## config.mk

```make
export PLATFORM = sky130hd
export DESIGN_NAME = spi_fss_master
export DESIGN_NICKNAME = d
export VERILOG_FILES = /design/src/rtl/spi_fss_pkg.sv /design/src/rtl/spi_fss_fifo.sv /design/src/rtl/spi_fss_halfbit_timer.sv /design/src/rtl/spi_fss_engine.sv /design/src/rtl/spi_fss_master.sv
export SDC_FILE = /design/constraint.sdc
export NUM_CORES = 1
export LEC_CHECK = 0
export BUFFER_PORTS_ARGS = -buffer_cell sky130_fd_sc_hd__buf_2
export CAP_MARGIN = 5
export CORE_UTILIZATION = 45
export CTS_BUF_LIST = sky130_fd_sc_hd__clkbuf_16
export CTS_CLUSTER_DIAMETER = 50
export DETAILED_ROUTE_END_ITERATION = 6
export HOLD_SLACK_MARGIN = 0.05
export PLACE_DENSITY = 0.71
export SLEW_MARGIN = 20
export SYNTH_ARGS = -nofsm -noshare
export SYNTH_HDL_FRONTEND = slang
export SYNTH_SLANG_ARGS = --single-unit
```

## constraint.sdc

```tcl
create_clock -name clk_i -period 3.85 [get_ports clk_i]
set_clock_uncertainty 0.1 [all_clocks]
set_input_delay 0.385 -clock clk_i [delete_from_list [all_inputs] [get_ports clk_i]]
set_output_delay 0.385 -clock clk_i [all_outputs]
set_load 0.01 [all_outputs]
```

## src/rtl/spi_fss_pkg.sv

```systemverilog
package spi_fss_pkg;
  typedef enum logic [2:0] {
    ST_IDLE,
    ST_LEAD,
    ST_HIGH,
    ST_LOW,
    ST_TAIL
  } seq_state_e;
endpackage

```

## src/rtl/spi_fss_fifo.sv

```systemverilog
module spi_fss_fifo #(
  parameter int WIDTH = 16,
  parameter int DEPTH = 4
) (
  input  logic             clk_i,
  input  logic             rst_ni,
  input  logic             push_i,
  input  logic [WIDTH-1:0] din_i,
  input  logic             pop_i,
  output logic [WIDTH-1:0] dout_o,
  output logic             full_o,
  output logic             empty_o
);
  localparam int AW = (DEPTH > 1) ? $clog2(DEPTH) : 1;
  localparam int CW = $clog2(DEPTH + 1);

  logic [WIDTH-1:0] mem_q [DEPTH];
  logic [AW-1:0]    wr_q, rd_q;
  logic [CW-1:0]    cnt_q;
  logic             do_push, do_pop;

  assign full_o  = (cnt_q == CW'(DEPTH));
  assign empty_o = (cnt_q == '0);
  assign do_push = push_i && !full_o;
  assign do_pop  = pop_i && !empty_o;
  assign dout_o  = mem_q[rd_q];

  function automatic logic [AW-1:0] wrap_inc(input logic [AW-1:0] p);
    return (p == AW'(DEPTH - 1)) ? '0 : p + 1'b1;
  endfunction

  always_ff @(posedge clk_i) begin
    if (do_push) mem_q[wr_q] <= din_i;
  end

  always_ff @(posedge clk_i or negedge rst_ni) begin
    if (!rst_ni) begin
      wr_q  <= '0;
      rd_q  <= '0;
      cnt_q <= '0;
    end else begin
      if (do_push) wr_q <= wrap_inc(wr_q);
      if (do_pop)  rd_q <= wrap_inc(rd_q);
      if (do_push && !do_pop)      cnt_q <= cnt_q + 1'b1;
      else if (do_pop && !do_push) cnt_q <= cnt_q - 1'b1;
    end
  end

  AST_FIFO_NO_OVERFLOW: assert property (@(posedge clk_i) disable iff (!rst_ni)
    (push_i && full_o && !pop_i) |=> full_o && $stable(wr_q));
  AST_FIFO_DEPTH_BOUND: assert property (@(posedge clk_i) disable iff (!rst_ni)
    cnt_q <= CW'(DEPTH));
endmodule

```

## src/rtl/spi_fss_halfbit_timer.sv

```systemverilog
module spi_fss_halfbit_timer #(
  parameter int DIV_W = 8
) (
  input  logic             clk_i,
  input  logic             rst_ni,
  input  logic             run_i,
  input  logic [DIV_W-1:0] div_i,
  output logic             tick_o
);
  logic [DIV_W-1:0] cnt_q;
  logic [DIV_W-1:0] div_eff;

  // half period never shorter than two system clocks
  assign div_eff = (div_i < DIV_W'(2)) ? DIV_W'(2) : div_i;
  assign tick_o  = run_i && (cnt_q == div_eff - 1'b1);

  always_ff @(posedge clk_i or negedge rst_ni) begin
    if (!rst_ni)     cnt_q <= '0;
    else if (!run_i) cnt_q <= '0;
    else if (tick_o) cnt_q <= '0;
    else             cnt_q <= cnt_q + 1'b1;
  end

  AST_TICK_SPACING: assert property (@(posedge clk_i) disable iff (!rst_ni)
    tick_o |=> !tick_o);
endmodule

```

## src/rtl/spi_fss_engine.sv

```systemverilog
module spi_fss_engine
  import spi_fss_pkg::*;
#(
  parameter int DATA_W = 16,
  parameter int WLEN_W = 5
) (
  input  logic              clk_i,
  input  logic              rst_ni,
  input  logic              en_i,
  input  logic [WLEN_W-1:0] wlen_i,
  input  logic              tick_i,
  input  logic              tx_empty_i,
  input  logic [DATA_W-1:0] tx_data_i,
  output logic              tx_pop_o,
  input  logic              miso_i,
  output logic              rx_push_o,
  output logic [DATA_W-1:0] rx_data_o,
  output logic              run_o,
  output logic              cs_no,
  output logic              sclk_o,
  output logic              mosi_o
);
  localparam int IDX_W = $clog2(DATA_W);
  localparam int MIN_W = 4;

  seq_state_e        state_q;
  logic [DATA_W-1:0] word_q;
  logic [IDX_W-1:0]  idx_q;
  logic [DATA_W-2:0] rx_sh_q;
  logic              cont_q;
  logic [WLEN_W-1:0] wlen_eff;
  logic [IDX_W-1:0]  idx_load;
  logic              start, reload, last_bit;

  always_comb begin
    if (wlen_i < WLEN_W'(MIN_W))       wlen_eff = WLEN_W'(MIN_W);
    else if (wlen_i > WLEN_W'(DATA_W)) wlen_eff = WLEN_W'(DATA_W);
    else                               wlen_eff = wlen_i;
  end
  assign idx_load = IDX_W'(wlen_eff - 1'b1);

  assign last_bit  = (idx_q == '0);
  assign start     = (state_q == ST_IDLE) && en_i && !tx_empty_i;
  assign reload    = (state_q == ST_LOW) && tick_i && last_bit && cont_q;
  assign tx_pop_o  = start || reload;
  assign rx_push_o = (state_q == ST_HIGH) && tick_i && last_bit;
  assign rx_data_o = {rx_sh_q, miso_i};
  assign run_o     = (state_q != ST_IDLE);

  always_ff @(posedge clk_i or negedge rst_ni) begin
    if (!rst_ni) begin
      state_q <= ST_IDLE;
      word_q  <= '0;
      idx_q   <= '0;
      rx_sh_q <= '0;
      cont_q  <= 1'b0;
      cs_no   <= 1'b1;
      sclk_o  <= 1'b1;
      mosi_o  <= 1'b0;
    end else begin
      unique case (state_q)
        ST_IDLE: if (start) begin
          word_q  <= tx_data_i;
          idx_q   <= idx_load;
          rx_sh_q <= '0;
          cs_no   <= 1'b0;
          state_q <= ST_LEAD;
        end
        ST_LEAD: if (tick_i) begin
          mosi_o  <= word_q[idx_q];
          state_q <= ST_HIGH;
        end
        ST_HIGH: if (tick_i) begin
          sclk_o  <= 1'b0;
          rx_sh_q <= {rx_sh_q[DATA_W-3:0], miso_i};
          if (last_bit) cont_q <= en_i && !tx_empty_i;
          state_q <= ST_LOW;
        end
        ST_LOW: if (tick_i) begin
          sclk_o <= 1'b1;
          if (!last_bit) begin
            idx_q   <= idx_q - 1'b1;
            mosi_o  <= word_q[idx_q - 1'b1];
            state_q <= ST_HIGH;
          end else if (cont_q) begin
            // chain: next MSB goes out on this rising edge
            word_q  <= tx_data_i;
            idx_q   <= idx_load;
            mosi_o  <= tx_data_i[idx_load];
            rx_sh_q <= '0;
            state_q <= ST_HIGH;
          end else begin
            state_q <= ST_TAIL;
          end
        end
        ST_TAIL: if (tick_i) begin
          cs_no   <= 1'b1;
          mosi_o  <= 1'b0;
          cont_q  <= 1'b0;
          state_q <= ST_IDLE;
        end
        default: state_q <= ST_IDLE;
      endcase
    end
  end

  AST_SCLK_IDLE_HIGH: assert property (@(posedge clk_i) disable iff (!rst_ni)
    cs_no |-> sclk_o);
  AST_MOSI_IDLE_LOW: assert property (@(posedge clk_i) disable iff (!rst_ni)
    cs_no |-> !mosi_o);
  AST_START_ENABLED: assert property (@(posedge clk_i) disable iff (!rst_ni)
    $fell(cs_no) |-> $past(en_i) && !mosi_o);
  AST_MOSI_HOLD_ON_FALL: assert property (@(posedge clk_i) disable iff (!rst_ni)
    $fell(sclk_o) |-> $stable(mosi_o));
endmodule

```

## src/rtl/spi_fss_master.sv

```systemverilog
module spi_fss_master #(
  parameter int DATA_W   = 16,
  parameter int DIV_W    = 8,
  parameter int TX_DEPTH = 4,
  parameter int RX_DEPTH = 4,
  localparam int WLEN_W  = $clog2(DATA_W + 1)
) (
  input  logic              clk_i,
  input  logic              rst_ni,
  input  logic              en_i,
  input  logic [DIV_W-1:0]  div_i,
  input  logic [WLEN_W-1:0] wlen_i,
  input  logic [DATA_W-1:0] tx_data_i,
  input  logic              tx_valid_i,
  output logic              tx_ready_o,
  output logic [DATA_W-1:0] rx_data_o,
  output logic              rx_valid_o,
  input  logic              rx_ready_i,
  input  logic              miso_i,
  output logic              sclk_o,
  output logic              sclk_oe_o,
  output logic              cs_no,
  output logic              mosi_o,
  output logic              mosi_oe_o,
  output logic              busy_o,
  output logic              overrun_o
);
  logic              tx_full, tx_empty, tx_pop;
  logic [DATA_W-1:0] tx_head;
  logic              rx_full, rx_empty, rx_push;
  logic [DATA_W-1:0] rx_word;
  logic              tick, run;
  logic              overrun_q;

  spi_fss_fifo #(.WIDTH(DATA_W), .DEPTH(TX_DEPTH)) u_tx_fifo (
    .clk_i   (clk_i),
    .rst_ni  (rst_ni),
    .push_i  (tx_valid_i),
    .din_i   (tx_data_i),
    .pop_i   (tx_pop),
    .dout_o  (tx_head),
    .full_o  (tx_full),
    .empty_o (tx_empty)
  );

  spi_fss_fifo #(.WIDTH(DATA_W), .DEPTH(RX_DEPTH)) u_rx_fifo (
    .clk_i   (clk_i),
    .rst_ni  (rst_ni),
    .push_i  (rx_push),
    .din_i   (rx_word),
    .pop_i   (rx_ready_i),
    .dout_o  (rx_data_o),
    .full_o  (rx_full),
    .empty_o (rx_empty)
  );

  spi_fss_halfbit_timer #(.DIV_W(DIV_W)) u_timer (
    .clk_i  (clk_i),
    .rst_ni (rst_ni),
    .run_i  (run),
    .div_i  (div_i),
    .tick_o (tick)
  );

  spi_fss_engine #(.DATA_W(DATA_W), .WLEN_W(WLEN_W)) u_engine (
    .clk_i      (clk_i),
    .rst_ni     (rst_ni),
    .en_i       (en_i),
    .wlen_i     (wlen_i),
    .tick_i     (tick),
    .tx_empty_i (tx_empty),
    .tx_data_i  (tx_head),
    .tx_pop_o   (tx_pop),
    .miso_i     (miso_i),
    .rx_push_o  (rx_push),
    .rx_data_o  (rx_word),
    .run_o      (run),
    .cs_no      (cs_no),
    .sclk_o     (sclk_o),
    .mosi_o     (mosi_o)
  );

  always_ff @(posedge clk_i or negedge rst_ni) begin
    if (!rst_ni)                overrun_q <= 1'b0;
    else if (rx_push && rx_full) overrun_q <= 1'b1;
  end

  assign tx_ready_o = !tx_full;
  assign rx_valid_o = !rx_empty;
  assign sclk_oe_o  = 1'b1;
  assign mosi_oe_o  = !cs_no;
  assign busy_o     = run;
  assign overrun_o  = overrun_q;

  AST_OVERRUN_CAUSE: assert property (@(posedge clk_i) disable iff (!rst_ni)
    $rose(overrun_o) |-> $past(rx_full));
  AST_OVERRUN_STICKY: assert property (@(posedge clk_i) disable iff (!rst_ni)
    overrun_o |=> overrun_o);
  AST_BUSY_TRACKS_CS: assert property (@(posedge clk_i) disable iff (!rst_ni)
    busy_o == !cs_no);
endmodule

```

Yosys cells after proc, flatten, opt, wreduce, memory -nomap -nowiden
Memories as Yosys holds them, arrays and structs flattened.
Index checks and enable logic that the tools add are counted.
W data, S select, Z words.

storage, ports and cells
  bits in registers = 65
  latch bits = 0
  RAM bits = 128
  ROM bits = 0
  bits of input ports = 35
  output and inout bits = 25
  word-level logic and storage cells = 165
  memories = 2

memory list
  memory           depth  width  read ports  clocked after Yosys merged registers in  write ports  line                RTL
  u_rx_fifo.mem_q  4      16     1           0                                        1            spi_fss_fifo.sv:17  logic [WIDTH-1:0] mem_q [DEPTH];
  u_tx_fifo.mem_q  4      16     1           0                                        1            spi_fss_fifo.sv:17

operators by class
  add/subtract/negate cells = 12
  multipliers = 0
  div/mod/pow operators = 0
  $lt $le $gt $ge = 6
  equal/unequal tests = 20
  shift-type cells = 0
  muxes and demuxes = 60
  bitwise operators = 0
  reductions and logical operators = 49

operator list
  cell                   count
  $mux W15               5
  $mux W16               4
  $pmux W15 S3           1
  $mux W3                11
  $pmux W16 S2           1
  $mux W4                6
  $mux W8                3
  $logic_and A1 B1 Y1    18
  $mux W1                16
  $ne A2 B1 Y1 const B   8
  $lt A4 B5 Y1 const B   3
  $pmux W3 S5            1
  $reduce_and A5 Y1      3
  $bmux W1 S4            3
  $reduce_bool A2 Y1     6
  $eq A3 B3 Y1 const B   3
  $logic_not A1 Y1       9
  $logic_not A3 Y1       3
  $reduce_bool A3 Y1     3
  $add A2 B1 Y2 const B  4
  $add A8 B1 Y8 const B  1
  $eq A2 B2 Y1 const B   4
  $eq A8 B8 Y1           1
  $lt A8 B2 Y1 const B   1
  18 further kinds       29

Logic depth before layout (Yosys ltp)
Gate-level depths: netlist of the first run.

  depth after elaboration = 13
  gate-level depth with buffers = 19

By module
A second synthesis of the first run with hierarchy kept.

unflattened totals
  cells, all modules = 589
  area, all modules = 8803.4 µm²

by module, submodules not included
  module                 instances  cells an instance  area an instance (µm²)  seq. area each (µm²)
  spi_fss_fifo           2          121                2771.4                  2097.0
  spi_fss_engine         1          264                2532.4                  1053.5
  spi_fss_halfbit_timer  1          76                 673.1                   200.2
  spi_fss_master         1          7                  55.1                    25.0

Worst setup path before layout of the first run
No wires, ideal clock.

  kind = input to register
  from = input port div_i[4]
  to = register u_rx_fifo.cnt_q[2]
  setup time = 79 ps
  arrival time = 4323 ps
  required time = 3671 ps
  path slack = -652 ps
  stages on the path = 18
  buffers on the path = 2
  cells stage by stage = or4_1 > buf_2 > o41ai_1 > ha_1 > inv_1 > o21ai_2 > nand3_1 > or3_1 > or3_4 > nor4_4 > and3_1 > buf_4 > ha_1 > inv_1 > fa_1 > xor2_1 > nor2_1 > xor2_1

between the ends
  cells in the longest elaborated chain, start to end = 11

ends and longest elaborated chain
  element                              line                         RTL
  start, declared                      spi_fss_master.sv:11         input logic [DIV_W-1:0] div_i,
  $lt A8 B2 Y1                         spi_fss_halfbit_timer.sv:14  assign div_eff = (div_i < DIV_W'(2)) ? DIV_W'(2) : div_i;
  $mux W8 *                            spi_fss_halfbit_timer.sv:14
  $sub A8 B1 Y8 *                      spi_fss_halfbit_timer.sv:15  assign tick_o = run_i && (cnt_q == div_eff - 1'b1);
  $eq A8 B8 Y1 *                       spi_fss_halfbit_timer.sv:15
  $logic_and A1 B1 Y1 *                spi_fss_halfbit_timer.sv:15
  $logic_and A1 B1 Y1 * (2 in a row)   spi_fss_engine.sv:46         assign rx_push_o = (state_q == ST_HIGH) && tick_i && last_bit;
  $logic_and A1 B1 Y1 *                spi_fss_fifo.sv:24           assign do_push = push_i && !full_o;
  net u_rx_fifo.do_push                spi_fss_fifo.sv:20           logic do_push, do_pop;
  $logic_not A1 Y1                     spi_fss_fifo.sv:45           else if (do_pop && !do_push) cnt_q <= cnt_q - 1'b1;
  $logic_and A1 B1 Y1                  spi_fss_fifo.sv:45
  $reduce_bool A2 Y1 (no source line)  --
  end signal, assigned                 spi_fss_fifo.sv:44           if (do_push && !do_pop) cnt_q <= cnt_q + 1'b1;
  end signal, assigned                 spi_fss_fifo.sv:45
  end, declared                        spi_fss_fifo.sv:19           logic [CW-1:0] cnt_q;

The timed path passes the listed nets; every way through them passes the cells marked *.
A chain may end at the register's enable or synchronous reset.

Worst setup path in the final report of the first run
  from = input port div_i[4]
  to = register u_rx_fifo.cnt_q[2]

between the ends
  cells in the longest elaborated chain, start to end = 11

ends and longest elaborated chain
  element                              line
  $lt A8 B2 Y1                         spi_fss_halfbit_timer.sv:14
  $mux W8 *                            spi_fss_halfbit_timer.sv:14
  $sub A8 B1 Y8 *                      spi_fss_halfbit_timer.sv:15
  $eq A8 B8 Y1 *                       spi_fss_halfbit_timer.sv:15
  $logic_and A1 B1 Y1 *                spi_fss_halfbit_timer.sv:15
  $logic_and A1 B1 Y1 * (2 in a row)   spi_fss_engine.sv:46
  $logic_and A1 B1 Y1 *                spi_fss_fifo.sv:24
  $logic_not A1 Y1                     spi_fss_fifo.sv:45
  $logic_and A1 B1 Y1                  spi_fss_fifo.sv:45
  $reduce_bool A2 Y1 (no source line)  --

Mark *: on every way between the ends. The rest lies on a longest branch, timed or not.

==> results of run 1 <==
==> per-stage QoR <==
stage	instance area, um2	setup TNS [ns]	instances	power [uW]
final	9860	0	850	6290
after global routing	9860	-0.0238	850	6630
after CTS	9800	0	845	6340
after detailed placement	9240	-12.15	812	4710
after global placement	9240	-5.81	812	4610
after floorplan	8490	-4.45	517	4190
==> power by group through the flow <==
stage	logic [uW]	clock network (uW)	registers (uW)
floorplan	1420	0	2760
global placement	1610	0	3000
detailed placement	1680	0	3030
CTS	1690	1660	2990
global route	1840	1740	3050
finish	1680	1620	2980
==> area by class of cell <==
type                       instances  share of cell area
multi-input combinational        289               0.292
sequential                       193               0.555
timing repair buffer              94              0.0637
clock inverter                    15              0.0121
inverter                          13             0.00495
tap                              229              0.0290
clock buffer                      17              0.0431
==> repair_timing <==
action	in CTS	in global routing
setup buffers	0	5
endpoints found under the hold margin	20	0
gates resized for setup	1	6
pin swaps	0	2
setup endpoints to repair	1	4
hold buffers	1	0
==> path summary, 6_finish.rpt <==
| path | endpoint | slack (ns) | cells after the start |
|---|---|---|---|
| worst min register to register | overrun_o | 0.38 | 1 |
| worst max-delay path | u_rx_fifo.cnt_q[2] | 0.11 | 16 |
| worst min-delay path | u_tx_fifo.mem_q[0][5] | 0.07 | 1 |
| min in group asynchronous | u_timer.cnt_q[7] | 0.40 | 2 |
| worst max register to register | u_rx_fifo.cnt_q[2] | 0.66 | 12 |
| max in group asynchronous | u_engine.word_q[15] | 2.52 | 3 |
==> metal layers <==
| metal | vias to the layer above | GRT usage | share of wire | routed length [um] |
|---|---|---|---|---|
| li1 | 2192 | - | - | - |
| met1 | 2420 | 0.212 | 0.42 | 6480 |
| met2 | 111 | 0.308 | 0.54 | 8420 |
| met3 | 11 | 0.0425 | 0.038 | 586 |
| met4 | 0 | 0.0520 | 0.0067 | 104 |
| met5 | - | 0 | 0 | 0 |
==> synth_stat cells, drive strengths merged (2+ instances only) <==
library cell  count
a211o             3
a211oi            3
a21boi            2
a21o              3
a21oi            14
a22o             15
a31oi             2
and2              9
and3             10
buf               9
clkbuf           13
dfrtp            63
dfstp             2
edfxtp          128
fa                2
ha               16
inv              13
mux2             25
mux2i             6
mux4             43
nand2            16
nand3            10
nand3b            2
nor2             29
nor2b             2
nor3             10
nor3b             2
nor4              4
o21ai            12
or2               2
or3               8
or4               2
xnor2             9
xor2             13
==> flip-flops by register name (all words and copies together), names as in the netlist, 4 cells and up <==
register	flops
u_tx_fifo.mem_q	64
u_engine.idx_q	4
u_rx_fifo.mem_q	64
u_timer.cnt_q	8
u_engine.word_q	16
u_engine.rx_sh_q	15
==> worst reg2reg max path: cells and delay by family (launching register included) <==
family,cells,cell delay (ns)
simple gates,7,1.69
flops,1,0.49
fa+ha+maj,2,0.46
xor+xnor,2,0.32
buf+inv,1,0.03
==> cell families after synthesis <==
kind of cell	after synthesis	synth area share
DFF	193	0.649
adders and majority gates	18	0.0285
buffers and inverters	35	0.0186
other	1	0.000445
and+or+nand+nor	110	0.0717
AOI/OAI and AO/OA	64	0.0534
xor gates and xnor gates	22	0.0229
muxes	74	0.155
==> cell usage in the layout, fill, tap and decap left out, drive strengths merged, types with 4 or more instances in the layout <==
cell type	synthesis	final
a21oi	14	14
a22o	15	15
and2	9	9
and3	10	10
buf	9	93
clkbuf	13	17
clkinv	0	6
dfrtp	63	63
edfxtp	128	128
ha	16	16
inv	13	20
mux2	25	25
mux2i	6	6
mux4	43	43
nand2	16	16
nand3	10	10
nor2	29	29
nor3	10	10
nor4	4	4
o21ai	12	12
or3	8	8
xnor2	9	9
xor2	13	13
==> results.sh, run 1 <==
export IMPL_io_buffers=58
export IMPL_cp_startpoint="div_i[4]"
export IMPL_numCtsBuffers=17
export IMPL_synth_area_leaders="edfxtp_1, dfrtp_1, mux4_2, mux2_2, ha_1"
export IMPL_switching_share=0.298
export IMPL_worstMarginPinSlew_ns=0.848
export IMPL_cp_slowest_cell="or4_4"
export IMPL_drv_cap=0
export IMPL_setup_slack_ns=0.106
export IMPL_worstPathCellList="buf_2, or4_4, o41ai_4, ha_4, xor2_1, nand3_1, or3_4, or3_4, nor4_4, and3_4, ha_4, inv_2, fa_2, xor2_1, nor2_1, xor2_1"
export IMPL_fin_crit_ns=3.74
export IMPL_synth_edf_count=128
export IMPL_fmax_mhz=267
export IMPL_crit_buf_inv=2
export IMPL_crit_type="in2reg"
export IMPL_drc=0
export IMPL_start_kind="input pin"
export IMPL_wire_per_inst_um=18.3
export IMPL_grt_overflow=0
export IMPL_yosysTopAreaCell="edfxtp_1"
export IMPL_clk_path_buf_depth=2
export IMPL_max_slew_margin=0.435
export IMPL_ys_ff_latch=193
export IMPL_cts_tree="yes"
export IMPL_grt_pass1_vias=5067
export IMPL_avgSynthCellArea_um2=16.3
export IMPL_drt_iter0_drc=221
export IMPL_hold_violations=0
export IMPL_first_pass_iters=6
export IMPL_seq_area_um2=5470
export IMPL_crit_top_cell="xor2_1"
export IMPL_coreArea_um2=18100
export IMPL_end_kind="flop"
export IMPL_grt_pass1_wl_um=26000
export IMPL_p_int_uw=4410
export IMPL_power_clock_fraction=0.258
export IMPL_crit_required_ns=4.09
export IMPL_min_from="tx_data_i[5]"
export IMPL_pre_cts_ws_ns=-0.441
export IMPL_start_util=0.465
export IMPL_n_antenna_cell=0
export IMPL_status="finished clean"
export IMPL_grt_max_degree=44
export IMPL_ys_flop_type="edfxtp_1"
export IMPL_io_pins=60
export IMPL_post_dp_hpwl_um=10900
export IMPL_p_seq_frac=0.475
export IMPL_die_h_um=139
export IMPL_async_flop_share=0.337
export IMPL_power_leakage_uw=0.00391
export IMPL_critPathMaxStageDelay_ns=0.57
export IMPL_path_max_fanout=6
export IMPL_drive_gt1_frac=0.345
export IMPL_vias=4734
export IMPL_p_switching_uw=1880
export IMPL_yosysUniqueCellTypes=62
export IMPL_synth_top_area_frac=0.456
export IMPL_cts_root_buf="clkbuf_16"
export IMPL_setup_violations=0
export IMPL_worstHoldPathType="in2reg"
export IMPL_nets=661
export IMPL_combPwrFrac=0.267
export IMPL_ys_warn_count=0
export IMPL_grtUsageTotal=0.174
export IMPL_antenna_found_initial=0
export IMPL_rows=49
export IMPL_via_per_inst=5.57
export IMPL_wirelength_um=15600
export IMPL_syn_cell_area_um2=8430
export IMPL_antenna_left=0
export IMPL_cp_top_family="simple AND/OR/NAND/NOR gates"
export IMPL_vdd_drop_max_uv=578
export IMPL_r2r_start="u_engine.state_q[1]"
export IMPL_yosysSeqAreaShare=0.649
export IMPL_crit_arrival_ns=3.99
export IMPL_power_density_nw_per_um2=637
export IMPL_area_growth_pct=17.0
export IMPL_synth_fp_nets=570
export IMPL_fillers=1461
export IMPL_gp_congestion=0.847
export IMPL_clkSlewWorstSetupHoldPaths_ns=0.07
export IMPL_h_tree_depth=4
export IMPL_hold_ws_ns=0.0653
export IMPL_multi_input_area_um2=2880
export IMPL_layout_worst_path_cycle_share=0.973
export IMPL_final_core_util=0.544
export IMPL_slew_violations=0
export IMPL_die_area_um2=19300
export IMPL_die_w_um=139
export IMPL_clkLatencyLatePin_ns=0.43
export IMPL_synth_cells=517
export IMPL_clock_sinks=193
No activity file was read; power rests on OpenSTA's default activity.
==> run 2, diff against run 1 <==
Settings changed: SYNTH_HIERARCHICAL set to 1.
==> run 2 against run 1 <==
Flip-flop and latch count stayed put. Die area up 4.4%. Final area grew 3.6%. Setup slack improved by 0.097 ns. Critical endpoint is now u_tx_fifo/cnt_q[1]. Largest cell class unchanged. Highest routed layer unchanged.
==> results.sh, run 2 <==
export IMPL_status="finished clean"
export IMPL_start_util=0.464
export IMPL_ys_warn_count=6
export IMPL_crit_type="in2reg"
export IMPL_ys_flop_type="edfxtp_1"
export IMPL_grtUsageTotal=0.172
export IMPL_synth_top_area_frac=0.437
export IMPL_grt_overflow=0
export IMPL_cts_hold_buf=5
export IMPL_cts_tree="yes"
export IMPL_synth_cells=589
export IMPL_fmax_mhz=274
export IMPL_start_kind="input pin"
export IMPL_antenna_left=0
export IMPL_layout_worst_path_cycle_share=0.947
export IMPL_ys_ff_latch=193
export IMPL_syn_cell_area_um2=8800
export IMPL_die_h_um=142
export IMPL_power_leakage_uw=0.00390
export IMPL_r2r_start="u_engine/state_q[0]"
export IMPL_vias=5037
export IMPL_io_buffers=58
export IMPL_yosysTopAreaCell="edfxtp_1"
export IMPL_min_from="tx_data_i[15]"
export IMPL_h_tree_depth=4
export IMPL_drt_iter0_drc=193
export IMPL_rows=50
export IMPL_via_per_inst=5.35
export IMPL_nets=722
export IMPL_clkSlewWorstSetupHoldPaths_ns=0.07
export IMPL_avgSynthCellArea_um2=14.9
export IMPL_setup_slack_ns=0.202
export IMPL_io_pins=60
export IMPL_postCtsSetupRepairBufs=0
export IMPL_synth_edf_count=128
export IMPL_fin_crit_ns=3.65
export IMPL_path_max_fanout=5
export IMPL_synth_fp_nets=642
export IMPL_fillers=1500
export IMPL_final_common_cell="edfxtp_1"
export IMPL_worstHoldPathType="in2reg"
export IMPL_coreArea_um2=19000
export IMPL_async_flop_share=0.337
export IMPL_n_antenna_cell=0
export IMPL_synth_area_leaders="edfxtp_1, dfrtp_1, mux4_2, mux2_2, nand2_1"
export IMPL_antenna_found_initial=0
export IMPL_whs_path_depth=1
export IMPL_crit_required_ns=4.06
export IMPL_p_total_uw=6630
export IMPL_crit_arrival_ns=3.86
export IMPL_drc=0
export IMPL_slew_violations=0
export IMPL_top_regs="u_rx_fifo/mem_q x64, u_tx_fifo/mem_q x64, u_engine/word_q x16"
export IMPL_wire_per_inst_um=16.9
export IMPL_clk_path_buf_depth=2
export IMPL_cts_resized=0
export IMPL_hold_violations=0
export IMPL_cts_root_buf="clkbuf_16"
export IMPL_numCtsBuffers=17
export IMPL_dp_cells=905
export IMPL_post_dp_hpwl_um=10900
export IMPL_worstMarginPinSlew_ns=0.868
export IMPL_synth_common_cells="edfxtp_1, dfrtp_1, nand2_1, mux4_2, o21ai_0"
export IMPL_ff2ff_setup_slack_ns=0.54
export IMPL_grt_max_degree=44
export IMPL_setup_violations=0
export IMPL_first_pass_iters=6
export IMPL_whs_endpoint="u_tx_fifo/mem_q[0][15]"
export IMPL_synth_most_common_cell="edfxtp_1"
export IMPL_gp_congestion=0.874
export IMPL_clock_sinks=193
export IMPL_rr_worst_depth=12
export IMPL_rsz0062_at_grt="no"
export IMPL_wirelength_um=15900
export IMPL_vdd_drop_max_uv=448
export IMPL_end_kind="flop"
export IMPL_die_w_um=142
export IMPL_drive_gt1_frac=0.309
export IMPL_grt_pass1_wl_um=26300
export IMPL_power_density_nw_per_um2=649
export IMPL_fin_cells=942
export IMPL_yosysSeqAreaShare=0.622
export IMPL_final_cell_mix="edfxtp_1, dfrtp_1, nand2_1"
export IMPL_cp_startpoint="div_i[3]"
export IMPL_area_growth_pct=16.1
export IMPL_r2r_end="u_tx_fifo/cnt_q[1]"
export IMPL_grt_pass1_vias=5298
export IMPL_die_area_um2=20100
export IMPL_pre_cts_ws_ns=-0.241
export IMPL_clkLatencyLatePin_ns=0.43
export IMPL_yosysUniqueCellTypes=67
export IMPL_drv_cap=0
export IMPL_max_slew_margin=0.421
==> run 2: cell types whose count changed in the layout (fill, tap and decap cells not counted), moves of 5 or more <==
cell	previous run	this run
a21oi_1	13	22
or3_1	6	1
a22o_1	15	0
and3_1	9	3
nand3_1	10	15
mux4_2	43	37
nand2_1	16	59
o21ai_0	9	26
nor2_1	28	21
==> run 2: layout make-up <==
class | instances | area [um2] | share of cell area
tap | 260 | 325 | 0.0318
clock inverter | 15 | 189 | 0.0185
inverter | 18 | 67.6 | 0.00661
multi-input combinational | 349 | 3180 | 0.311
sequential | 193 | 5470 | 0.536
timing repair buffer | 90 | 558 | 0.0546
clock buffer | 17 | 425 | 0.0416
==> run 2: report_power, final <==
group          internal [uW]  switching (uW)  total (uW)
Clock                    936             828        1760
Combinational           1010             824        1840
Sequential              2570             461        3030
==> run 2: how the worst max path moves through the flow <==
stage          cells after the start  slack [ns]            endpoint
2_1_floorplan                     17       -0.51  u_tx_fifo/cnt_q[1]
3_3_place_gp                      17       -0.17  u_rx_fifo/cnt_q[2]
3_5_place_dp                      16       -0.24  u_tx_fifo/cnt_q[1]
4_1_cts                           17        0.19  u_rx_fifo/cnt_q[2]
5_1_grt                           17      0.0005  u_rx_fifo/cnt_q[2]
6_report                          16        0.20  u_tx_fifo/cnt_q[1]
==> run 2: critical path: stages <==
cell      delay, ns
buf_2          0.11
or4_4          0.57
o41ai_4        0.25
ha_2           0.25
nor2b_4        0.15
a21oi_1        0.07
nand4b_1       0.22
nor4_4         0.32
and2_4         0.23
nand2_4        0.06
o21ai_4        0.19
o31ai_4        0.12
ha_4           0.17
inv_1          0.06
fa_1           0.41
mux2_2         0.28
==> run 2: kinds of logic after synthesis <==
group           Yosys count  share of synthesized area
compound gates           81                     0.0615
xor+xnor                 24                     0.0239
fa+ha+maj                18                     0.0273
buf+inv                  47                     0.0281
flops                   193                      0.622
mux                      73                      0.145
other cells               1                   0.000426
simple gates            152                     0.0924
==> run 2: per-stage QoR <==
step	instance area [um2]	utilization	TNS, ns	hold slack (ns)
after floorplan	8910	-	-1.75	-0.0106
after global placement	9550	0.504	-0.375	0.353
after detailed placement	9550	0.504	-0.968	0.363
after CTS	10200	0.539	0	0.0505
after global routing	10200	0.539	0	0.0585
final	10200	0.539	0	0.0696
==> run 2: per-layer routing <==
| metal | global-route usage | routed length [um] | up-vias |
|---|---|---|---|
| met5 | 0 | 0 | - |
| met4 | 0.0679 | 357 | 0 |
| met3 | 0.0351 | 527 | 29 |
| met2 | 0.310 | 8460 | 98 |
| met1 | 0.200 | 6590 | 2527 |
| li1 | - | - | 2383 |
